<file path="config.mk">
export PLATFORM = sky130hd
export DESIGN_NAME = pit_timer
export DESIGN_NICKNAME = d
export VERILOG_FILES = /design/src/rtl/pit_pkg.sv /design/src/rtl/pit_ctrl_decode.sv /design/src/rtl/pit_chan.sv /design/src/rtl/pit_timer.sv
export SDC_FILE = /design/constraint.sdc
export NUM_CORES = 1
export LEC_CHECK = 0
export BUFFER_PORTS_ARGS = -buffer_cell sky130_fd_sc_hd__buf_2
export CORE_ASPECT_RATIO = 2
export CORE_UTILIZATION = 30
export CTS_CLUSTER_SIZE = 25
export DETAILED_ROUTE_END_ITERATION = 12
export PLACE_DENSITY = 0.56
export SETUP_SLACK_MARGIN = 0.05
export SLEW_MARGIN = 20
export SYNTH_ARGS = -nofsm -noshare
export SYNTH_HDL_FRONTEND = slang
export SYNTH_SLANG_ARGS = --single-unit
</file>
<file path="constraint.sdc">
create_clock -name clk -period 2.6 [get_ports clk]
set_clock_uncertainty 0.2 [all_clocks]
set_input_delay 0 -clock clk [delete_from_list [all_inputs] [get_ports clk]]
set_output_delay 0 -clock clk [all_outputs]
set_load 0.01 [all_outputs]
</file>
<file path="src/rtl/pit_pkg.sv">
package pit_pkg;

    typedef enum logic [1:0] {
        ACC_LATCH = 2'b00,
        ACC_LO    = 2'b01,
        ACC_HI    = 2'b10,
        ACC_WORD  = 2'b11
    } acc_e;

    typedef struct packed {
        logic [1:0] sel;
        acc_e       acc;
        logic [2:0] mode;
        logic       bcd;
    } ctrl_word_t;

    typedef struct packed {
        logic       latch;
        logic       cfg;
        logic [2:0] mode;
    } chan_cmd_t;

    localparam logic [2:0] MODE_TC   = 3'd0;
    localparam logic [2:0] MODE_RATE = 3'd2;
    localparam logic [2:0] MODE_SQ   = 3'd3;

    function automatic logic mode_ok(input logic [2:0] m);
        return (m == MODE_TC) || (m == MODE_RATE) || (m == MODE_SQ);
    endfunction

endpackage

</file>
<file path="src/rtl/pit_ctrl_decode.sv">
module pit_ctrl_decode
    import pit_pkg::*;
#(
    parameter int NCH = 3
) (
    input  logic                  clk,
    input  logic                  rst,
    input  logic                  ctrl_wr,
    input  logic [7:0]            ctrl_data,
    output chan_cmd_t [NCH-1:0]   cmd,
    output logic                  err
);
    ctrl_word_t cw;
    logic       sel_ok;
    logic       legal;

    assign cw     = ctrl_word_t'(ctrl_data);
    assign sel_ok = (32'(cw.sel) < NCH) && (cw.sel != 2'd3);

    always_comb begin
        legal = 1'b0;
        if (sel_ok) begin
            if (cw.acc == ACC_LATCH)
                legal = 1'b1;
            else if (cw.acc == ACC_WORD && !cw.bcd && mode_ok(cw.mode))
                legal = 1'b1;
        end
    end

    generate
        for (genvar c = 0; c < NCH; c++) begin : g_cmd
            always_comb begin
                cmd[c].latch = ctrl_wr && legal && (32'(cw.sel) == c) && (cw.acc == ACC_LATCH);
                cmd[c].cfg   = ctrl_wr && legal && (32'(cw.sel) == c) && (cw.acc == ACC_WORD);
                cmd[c].mode  = cw.mode;
            end
        end
    endgenerate

    always_ff @(posedge clk) begin
        if (rst)
            err <= 1'b0;
        else if (ctrl_wr && !legal)
            err <= 1'b1;
    end

    a_r2_err_sticky: assert property (@(posedge clk) disable iff (rst) err |=> err);
    a_r2_bad_word_sets_err: assert property (@(posedge clk) disable iff (rst)
        (ctrl_wr && cw.sel == 2'd3) |=> err);

endmodule

</file>
<file path="src/rtl/pit_chan.sv">
module pit_chan
    import pit_pkg::*;
#(
    parameter int CW = 16
) (
    input  logic          clk,
    input  logic          rst,
    input  logic          tick_en,
    input  chan_cmd_t     cmd,
    input  logic          wr_en,
    input  logic [CW/2-1:0] wr_data,
    input  logic          rd_en,
    output logic [CW/2-1:0] rd_byte,
    output logic          out_q
);
    localparam int BW = CW / 2;

    logic [CW-1:0] count, snap, period;
    logic [2:0]    mode;
    logic          latched, rd_hi, wr_hi, running;
    logic [CW-1:0] rd_src;
    logic          expire;

    assign rd_src  = latched ? snap : count;
    assign rd_byte = rd_hi ? rd_src[CW-1:BW] : rd_src[BW-1:0];
    assign expire  = running && tick_en && (count == CW'(1));

    always_ff @(posedge clk) begin
        if (rst) begin
            count   <= '0;
            snap    <= '0;
            period  <= '0;
            mode    <= MODE_TC;
            latched <= 1'b0;
            rd_hi   <= 1'b0;
            wr_hi   <= 1'b0;
            running <= 1'b0;
            out_q   <= 1'b0;
        end else begin
            if (cmd.cfg)
                mode <= cmd.mode;

            if (cmd.latch && !latched) begin
                snap    <= count;
                latched <= 1'b1;
                rd_hi   <= 1'b0;
            end else if (rd_en) begin
                rd_hi <= !rd_hi;
                if (rd_hi && latched)
                    latched <= 1'b0;
            end

            if (wr_en) begin
                if (!wr_hi) begin
                    count[BW-1:0] <= wr_data;
                    running       <= 1'b0;
                    out_q         <= 1'b0;
                    wr_hi         <= 1'b1;
                end else begin
                    count[CW-1:BW] <= wr_data;
                    period         <= {wr_data, count[BW-1:0]};
                    running        <= ({wr_data, count[BW-1:0]} != '0);
                    wr_hi          <= 1'b0;
                end
            end else if (expire) begin
                if (mode == MODE_TC) begin
                    count   <= '0;
                    running <= 1'b0;
                    out_q   <= 1'b1;
                end else begin
                    count <= period;
                end
            end else if (running && tick_en) begin
                count <= count - CW'(1);
            end
        end
    end

    a_r5_low_write_stops: assert property (@(posedge clk) disable iff (rst)
        (wr_en && !wr_hi) |=> (!out_q && !running));
    a_r6_zero_period_idle: assert property (@(posedge clk) disable iff (rst)
        (wr_en && wr_hi && {wr_data, count[BW-1:0]} == '0) |=> !running);
    a_r3_latch_holds: assert property (@(posedge clk) disable iff (rst)
        (latched && !(rd_en && rd_hi)) |=> (latched && $stable(snap)));
    a_r4_pointer_toggles: assert property (@(posedge clk) disable iff (rst)
        (rd_en && !(cmd.latch && !latched)) |=> (rd_hi != $past(rd_hi)));
    a_r7_mode0_expiry: assert property (@(posedge clk) disable iff (rst)
        (expire && mode == MODE_TC && !wr_en && !cmd.cfg) |=> (out_q && count == '0));
    a_r7_no_tick_no_change: assert property (@(posedge clk) disable iff (rst)
        (!tick_en && !wr_en) |=> $stable(count));
    a_r8_periodic_reload: assert property (@(posedge clk) disable iff (rst)
        (expire && mode != MODE_TC && !wr_en && !cmd.cfg) |=> (count == period && $stable(out_q)));

endmodule

</file>
<file path="src/rtl/pit_timer.sv">
module pit_timer
    import pit_pkg::*;
#(
    parameter int NCH      = 3,
    parameter int CW       = 16,
    parameter int SPKR_CH  = 2,
    parameter int SPKR_BIT = 5
) (
    input  logic           clk,
    input  logic           rst,
    input  logic           tick_en,
    input  logic           ctrl_wr,
    input  logic [7:0]     ctrl_data,
    input  logic [NCH-1:0] wr_en,
    input  logic [7:0]     wr_data,
    input  logic [NCH-1:0] rd_en,
    output logic [7:0]     rd_data,
    output logic [NCH-1:0] chan_out,
    output logic [7:0]     status_byte,
    output logic           err
);
    localparam int BW = CW / 2;

    chan_cmd_t [NCH-1:0] cmd;
    logic [BW-1:0]       byte_of [NCH];
    logic [BW-1:0]       rd_pick;
    logic [NCH-1:0]      rd_gnt;

    pit_ctrl_decode #(.NCH(NCH)) u_dec (
        .clk(clk), .rst(rst), .ctrl_wr(ctrl_wr), .ctrl_data(ctrl_data),
        .cmd(cmd), .err(err)
    );

    always_comb begin
        rd_gnt = '0;
        for (int c = 0; c < NCH; c++)
            if (rd_en[c] && rd_gnt == '0)
                rd_gnt[c] = 1'b1;
    end

    generate
        for (genvar c = 0; c < NCH; c++) begin : g_ch
            pit_chan #(.CW(CW)) u_ch (
                .clk(clk), .rst(rst), .tick_en(tick_en), .cmd(cmd[c]),
                .wr_en(wr_en[c]), .wr_data(wr_data[BW-1:0]),
                .rd_en(rd_gnt[c]), .rd_byte(byte_of[c]), .out_q(chan_out[c])
            );
        end
    endgenerate

    always_comb begin
        rd_pick = '0;
        for (int c = 0; c < NCH; c++)
            if (rd_gnt[c])
                rd_pick = byte_of[c];
    end

    always_ff @(posedge clk) begin
        if (rst)
            rd_data <= '0;
        else if (rd_en != '0)
            rd_data <= 8'(rd_pick);
    end

    always_comb begin
        status_byte = '0;
        status_byte[SPKR_BIT] = chan_out[SPKR_CH];
    end

    a_r4_read_one_hot: assert property (@(posedge clk) disable iff (rst) $onehot0(rd_gnt));
    a_r1_reset_clears: assert property (@(posedge clk) $past(rst) |-> (chan_out == '0 && !err && rd_data == '0));

endmodule

</file>
---- Word-level counts from Yosys, hierarchy flattened ----
Cells that the tools add are included.
cells by class
  $add $sub $neg .......................... 3
  multipliers ............................. 0
  divide/modulo/power cells ............... 0
  $lt $le $gt $ge ......................... 1
  eq/ne operators ......................... 15
  shifts and indexed selects .............. 0
  muxes and demuxes ....................... 69
  bitwise logic cells ..................... 1
  reduce and logical (&&, ||, !) cells .... 85
operators by type and width
  operator                                                count
  2-to-1 mux 16 bit                                       15
  2-to-1 mux 8 bit                                        12
  == test 16 x 1 -> 1 bit (second input constant)         3
  nonzero test 16 bit                                     3
  subtractor 16 x 1 -> 16 bit (second input constant)     3
  2-to-1 mux 1 bit                                        42
  AND reduction 2 bit                                     15
  logical AND 1 bit                                       28
  nonzero test 2 bit                                      12
  logical NOT 3 bit                                       4
  nonzero test 3 bit                                      4
  AND reduction 3 bit                                     3
  logical NOT 1 bit                                       8
  inequality test 2 bit (second input constant)           4
  == test 3 x 2 -> 1 bit (second input constant)          2
  logical NOT 2 bit                                       3
  inequality test 2 x 1 -> 1 bit (second input constant)  3
  OR reduction 2 bit                                      3
  == test 2 bit (second input constant)                   2
  == test 2 x 1 -> 1 bit (second input constant)          1
  logical OR 1 bit                                        2
  less-than comparator 2 bit (second input constant)      1
  NOT 1 bit                                               1
storage, ports and cells
  register bits after elaboration ......... 177
  latch bits .............................. 0
  memory bits (writable) .................. 0
  bits in read-only memories .............. 0
  input bits .............................. 26
  output and inout bits ................... 20
  logic and storage cells ................. 206
  memories ................................ 0

---- Longest topological paths before layout ----
  depth after elaboration ................. 13
  gate-level depth with buffers ........... 8

---- Cells and area by module ----
From an unflattened synthesis, not the netlist that was laid out.
unflattened totals
  cells, all modules ...................... 1110
  area total of the unflattened synthesis .. 9405.3 sq um
by module, submodules not included
  module           times used  cells each  area each (sq um)  seq. area each (sq um)
  pit_chan         3           342         2870.3             1121.1
  pit_timer        1           57          603.1              160.2
  pit_ctrl_decode  1           27          191.4              20.0

---- Worst setup path before layout ----
OpenSTA, ideal clock, no wires.
  path type ............................... reg2reg
  from .................................... register g_ch[1].u_ch.count[4]
  to ...................................... register g_ch[1].u_ch.count[9]
  library setup time ...................... 74 ps
  data arrival time ....................... 2124 ps
  data required time ...................... 2326 ps
  path slack .............................. 202 ps
  stages on the path, launching flop included .. 8
  buffers on the path ..................... 2
  period minus slack after synthesis ...... 2398 ps
  path through ............................ dfxtp_1 -> buf_6 -> or4_4 -> or2_0 -> clkbuf_2 -> or4_1 -> a41o_1 -> a31oi_1
between the ends
  word-level cells in the longest chain between the ends .. 4
ends and longest elaborated chain
  what                                                                    line                            text
  start: declaration                                                      pit_chan.sv:18                  logic [CW-1:0] count, snap, period;
  start signal: indexed assignment                                        pit_chan.sv:55                  count[BW-1:0] <= wr_data;
  start signal: indexed assignment                                        pit_chan.sv:60                  count[CW-1:BW] <= wr_data;
  start signal: assignment                                                pit_chan.sv:71                  count <= period;
  subtractor 16 x 1 -> 16 bit or == test 16 x 1 -> 1 bit (tied branches)  pit_chan.sv:74, pit_chan.sv:26
  2-to-1 mux 16 bit or logical AND 1 bit (tied branches)                  pit_chan.sv:73, pit_chan.sv:26
  2-to-1 mux 16 bit or nonzero test 3 bit (tied branches)                 --
  2-to-1 mux 16 bit or AND reduction 2 bit (tied branches)                --
Parallel ways exist; a longest one is shown, timed or not. The select of a mux whose other input is x is not followed.
A chain may end at the register's enable or synchronous reset.

---- Worst setup path after layout ----
  from .................................... input ctrl_data[1]
  to ...................................... register u_dec.err
between the ends
  word-level cells in the longest chain between the ends .. 9
ends and longest elaborated chain
  what                                                         line                   text
  start: declaration                                           pit_timer.sv:13        input logic [7:0] ctrl_data,
  == test 3 x 2 -> 1 bit or logical NOT 3 bit (tied branches)  pit_pkg.sv:28          return (m == MODE_TC) || (m == MODE_RATE) || (m == MODE_SQ);
  logical OR 1 bit                                             pit_pkg.sv:28
  logical OR 1 bit (*)                                         pit_pkg.sv:28
  logical AND 1 bit (*)                                        pit_ctrl_decode.sv:25  else if (cw.acc == ACC_WORD && !cw.bcd && mode_ok(cw.mode))
  2-to-1 mux 1 bit (*)                                         pit_ctrl_decode.sv:25
  2-to-1 mux 1 bit (*)                                         pit_ctrl_decode.sv:23  if (cw.acc == ACC_LATCH)
  2-to-1 mux 1 bit (*)                                         pit_ctrl_decode.sv:22  if (sel_ok) begin
  logical NOT 1 bit (*)                                        pit_ctrl_decode.sv:43  else if (ctrl_wr && !legal)
  logical AND 1 bit (*)                                        pit_ctrl_decode.sv:43
  end signal: assignment                                       pit_ctrl_decode.sv:42  err <= 1'b0;
  end signal: assignment                                       pit_ctrl_decode.sv:44  err <= 1'b1;
  end: declaration                                             pit_ctrl_decode.sv:11  output logic err
Mark *: on every way between the ends. The rest lies on a longest branch, timed or not.

==> qor.yml <==
status:
  outcome: "complete, but fails checks"
  failed_checks: "DRC"
global_route:
  grt_max_degree: 103
  grt_pass1_vias: 8630
  grt_antenna_before_repair: 0
  grt_overflow: 0
  grtUsageMet1: 0.196
  met2_usage: 0.416
  grtUsageMet3: 0.0303
  busiest_layer: "met2"
  grt_first_pass_wirelength_mm: 49.7
  grt_use_total: 0.212
detailed_routing:
  final_antenna_net_count: 0
  drt-vias-per-instance: 5.46
  wirelength_mm: 32.4
  wl_per_cell_um: 20.1
  drc: 2
  drtIter0Drc: 489
  vias: 8796
  firstDrtPassIters: 9
floorplan:
  ios: 46
  die_w_um: 125
  die_h_um: 249
  rows: 90
  initial_core_util: 0.303
  die_area_mm2: 0.0311
  core_area_mm2: 0.0301
cts:
  path_clk_slew_ps: 80
  cts.sinks: 177
  clk_path_buf_depth: 2
  ctsHtreeMaxLevel: 4
  cts-buffers-inserted: 17
  cts_tree: "done"
  cts-root-buf: "clkbuf_16"
  clk_latency_ps: 450
cells_and_area:
  areaGrowthSynthToFinish_pct: 20.0
  final_util: 0.364
  final_nets: 1264
  diodes: 0
  drive_above_1_share: 0.159
timing:
  period_share: 0.939
  setup_violations: 0
  rsz0062_at_grt: "true"
  drv_slew: 0
  hold_viol: 0
  slew_headroom: 0.429
  max_freq_mhz: 409
  tightest_slew_ps: 856
  post-route-min-period_ps: 2440
  fin_tns_setup_ps: 0
worst_hold_path:
  hold_end: "g_ch[2].u_ch.snap[0]"
  holdPathStages: 5
  hp-class: "primary input to flip-flop"
  hp-start: "ctrl_data[5]"
worst_setup_path:
  crit_family: "buffers and inverters"
  cp.arrival_ps: 2570
  reg2regPathDepth: 6
  end_kind: "flip-flop"
  r2r-end: "g_ch[1].u_ch.count[1]"
  r2r_start: "g_ch[1].u_ch.count[9]"
  crit_type: "primary input to flip-flop"
  cp_data_required_time_ps: 2730
  reg2reg_setup_slack_ps: 180
  worst_setup_path_start_kind: "primary input"
  slowest_stage: "dlygate4sd3_1"
  crit_path_max_incr_delay_ps: 580
  cp_max_fo: 4
  worstPathCellList: "dlygate4sd3_1 -> buf_2 -> a2111oi_2 -> buf_4 -> o21ai_0 -> a21oi_1 -> dlygate4sd3_1 -> nor2_1 -> dlygate4sd3_1"
  cp_common_cell: "dlygate4sd3_1"
  crit_buf_inv: 5
synthesis:
  async_flop_share: 0
  yosysWarnings: 0
  yosys_register_bits: 177
  synth_edf_count: 0
  synth.distinct_cells: 68
  synth_seq_area_share: 0.389
  synth_top_cell_area_share: 0.389
  synth_top_area_cell: "dfxtp_1"
  synth_area_mm2: 0.00912
  synth.avg_cell_area_um2: 7.90
  synthTopCellsByArea: "dfxtp_1, nand2_1, a21oi_1, mux4_2, clkbuf_1"
  syn_inst: 1154
  synthFlopType: "dfxtp_1"
pwr:
  pwr_density_cell_mw_per_mm2: 623
  p_leak_nw: 3.97
  ir_worst_vdd_v: 0.000364
placement:
  place_congestion: 0.946
  port_buffers: 38
  dp_hpwl_mm: 24.3
job:
  maxCapViolations: 0
routing by layer:
metal / share of wire / vias to the layer above
li1: - / 4213
met4: 0.068 / 0
met1: 0.34 / 4238
met5: 0 / -
met2: 0.56 / 247
met3: 0.031 / 98
registers in the layout, summed over array words and instances (netlist names):
signal,cells
g_ch.u_ch.out_q,3
g_ch.u_ch.count,48
g_ch.u_ch.rd_hi,3
u_dec.err,1
g_ch.u_ch.latched,3
g_ch.u_ch.snap,48
g_ch.u_ch.wr_hi,3
rd_data,8
g_ch.u_ch.running,3
g_ch.u_ch.mode,9
g_ch.u_ch.period,48
synth_stat cells, types with 17 or more instances:
cell	instances
nor2_1	67
a211oi_1	21
clkbuf_1	84
dfxtp_1	177
nor3_1	32
nand3_1	34
o21ai_0	31
nand2_1	258
a21oi_1	129
xnor2_1	24
mux2i_1	21
mux4_2	17
layout by cell type (no fill, tap or decap), drive strengths merged, types with 6 or more instances in the layout:
cell and count:
a211o 9, a211oi 21, a21oi 129, a221oi 8, a311oi 13, a31oi 11
and2 8, and3 6, buf 130, clkbuf 19, conb 7, dfxtp 177
dlygate4sd3 29, ha 8, inv 20, mux2i 21, mux4 17, nand2 258
nand2b 9, nand3 34, nand3b 12, nand4 9, nand4b 6, nor2 67
nor3 33, nor4 15, o21ai 31, o22ai 8, or3 10, or4 9
xnor2 24, xor2 10
how the worst max path moves through the flow:
stage / to / startpoint / slack, ps / depth (start not counted)
3_3_place_gp: g_ch[1].u_ch.count[9] / g_ch[1].u_ch.count[6] / 240 / 5
3_5_place_dp: g_ch[1].u_ch.count[1] / g_ch[1].u_ch.count[6] / 160 / 6
5_1_grt: u_dec.err / ctrl_data[1] / 30 / 9
2_1_floorplan: g_ch[1].u_ch.count[9] / g_ch[1].u_ch.count[4] / 200 / 7
4_1_cts: u_dec.err / ctrl_data[1] / 110 / 9
6_report: u_dec.err / ctrl_data[1] / 160 / 9
per-stage QoR:
| stage | hold WS [ps] | power [mW] | std cells | instance area (um^2) | setup slack, ps |
|---|---|---|---|---|---|
| after detailed placement | 110 | 4.18 | 1549 | 10000 | 157 |
| after global routing | 73.8 | 7.09 | 1611 | 10900 | 34.0 |
| after global placement | 102 | 4.17 | 1549 | 10000 | 237 |
| after floorplan | -64.0 | 3.71 | 1160 | 9140 | 202 |
| final | 63.3 | 6.82 | 1611 | 10900 | 158 |
| after CTS | 49.0 | 6.86 | 1610 | 10900 | 109 |
where the power goes:
part	leakage, nW	internal, mW	total, mW	switching, mW
clock	0.281	1.48	2.65	1.17
combinational	2.25	0.517	1.26	0.741
sequential	1.44	2.82	2.90	0.0877
total	3.97	4.82	6.82	2.00
tightest hold or removal path: stages:
cell	delay, ps
buf_2	250
nor4_2	90
buf_4	190
nand2_1	80
a21oi_1	50
logic make-up after synthesis:
group	count (synthesis)	synth area share
AOI/OAI and AO/OA	272	0.187
xor gates and xnor gates	34	0.0327
adders and majority gates	8	0.0110
buffers and inverters	124	0.0578
DFF	177	0.389
muxes	40	0.0675
other	1	0.000411
and+or+nand+nor	498	0.255
timing repair:
| item | 4_1_cts | 5_1_grt |
|---|---|---|
| endpoints found under the hold margin | 122 | 0 |
| hold buffers | 29 | 0 |
| setup buffers | 0 | 1 |
| endpoints found under the setup margin | 0 | 4 |
| gates resized for setup | 0 | 2 |
layout make-up:
class	instances	area, um^2
fill	3088	19100
clock buffer	19	453
tap	368	460
multi-input combinational	859	5090
inverter	16	60.1
clock inverter	13	149
sequential	177	3540
timing repair buffer	159	1190
No activity file was read; power rests on OpenSTA's default activity.
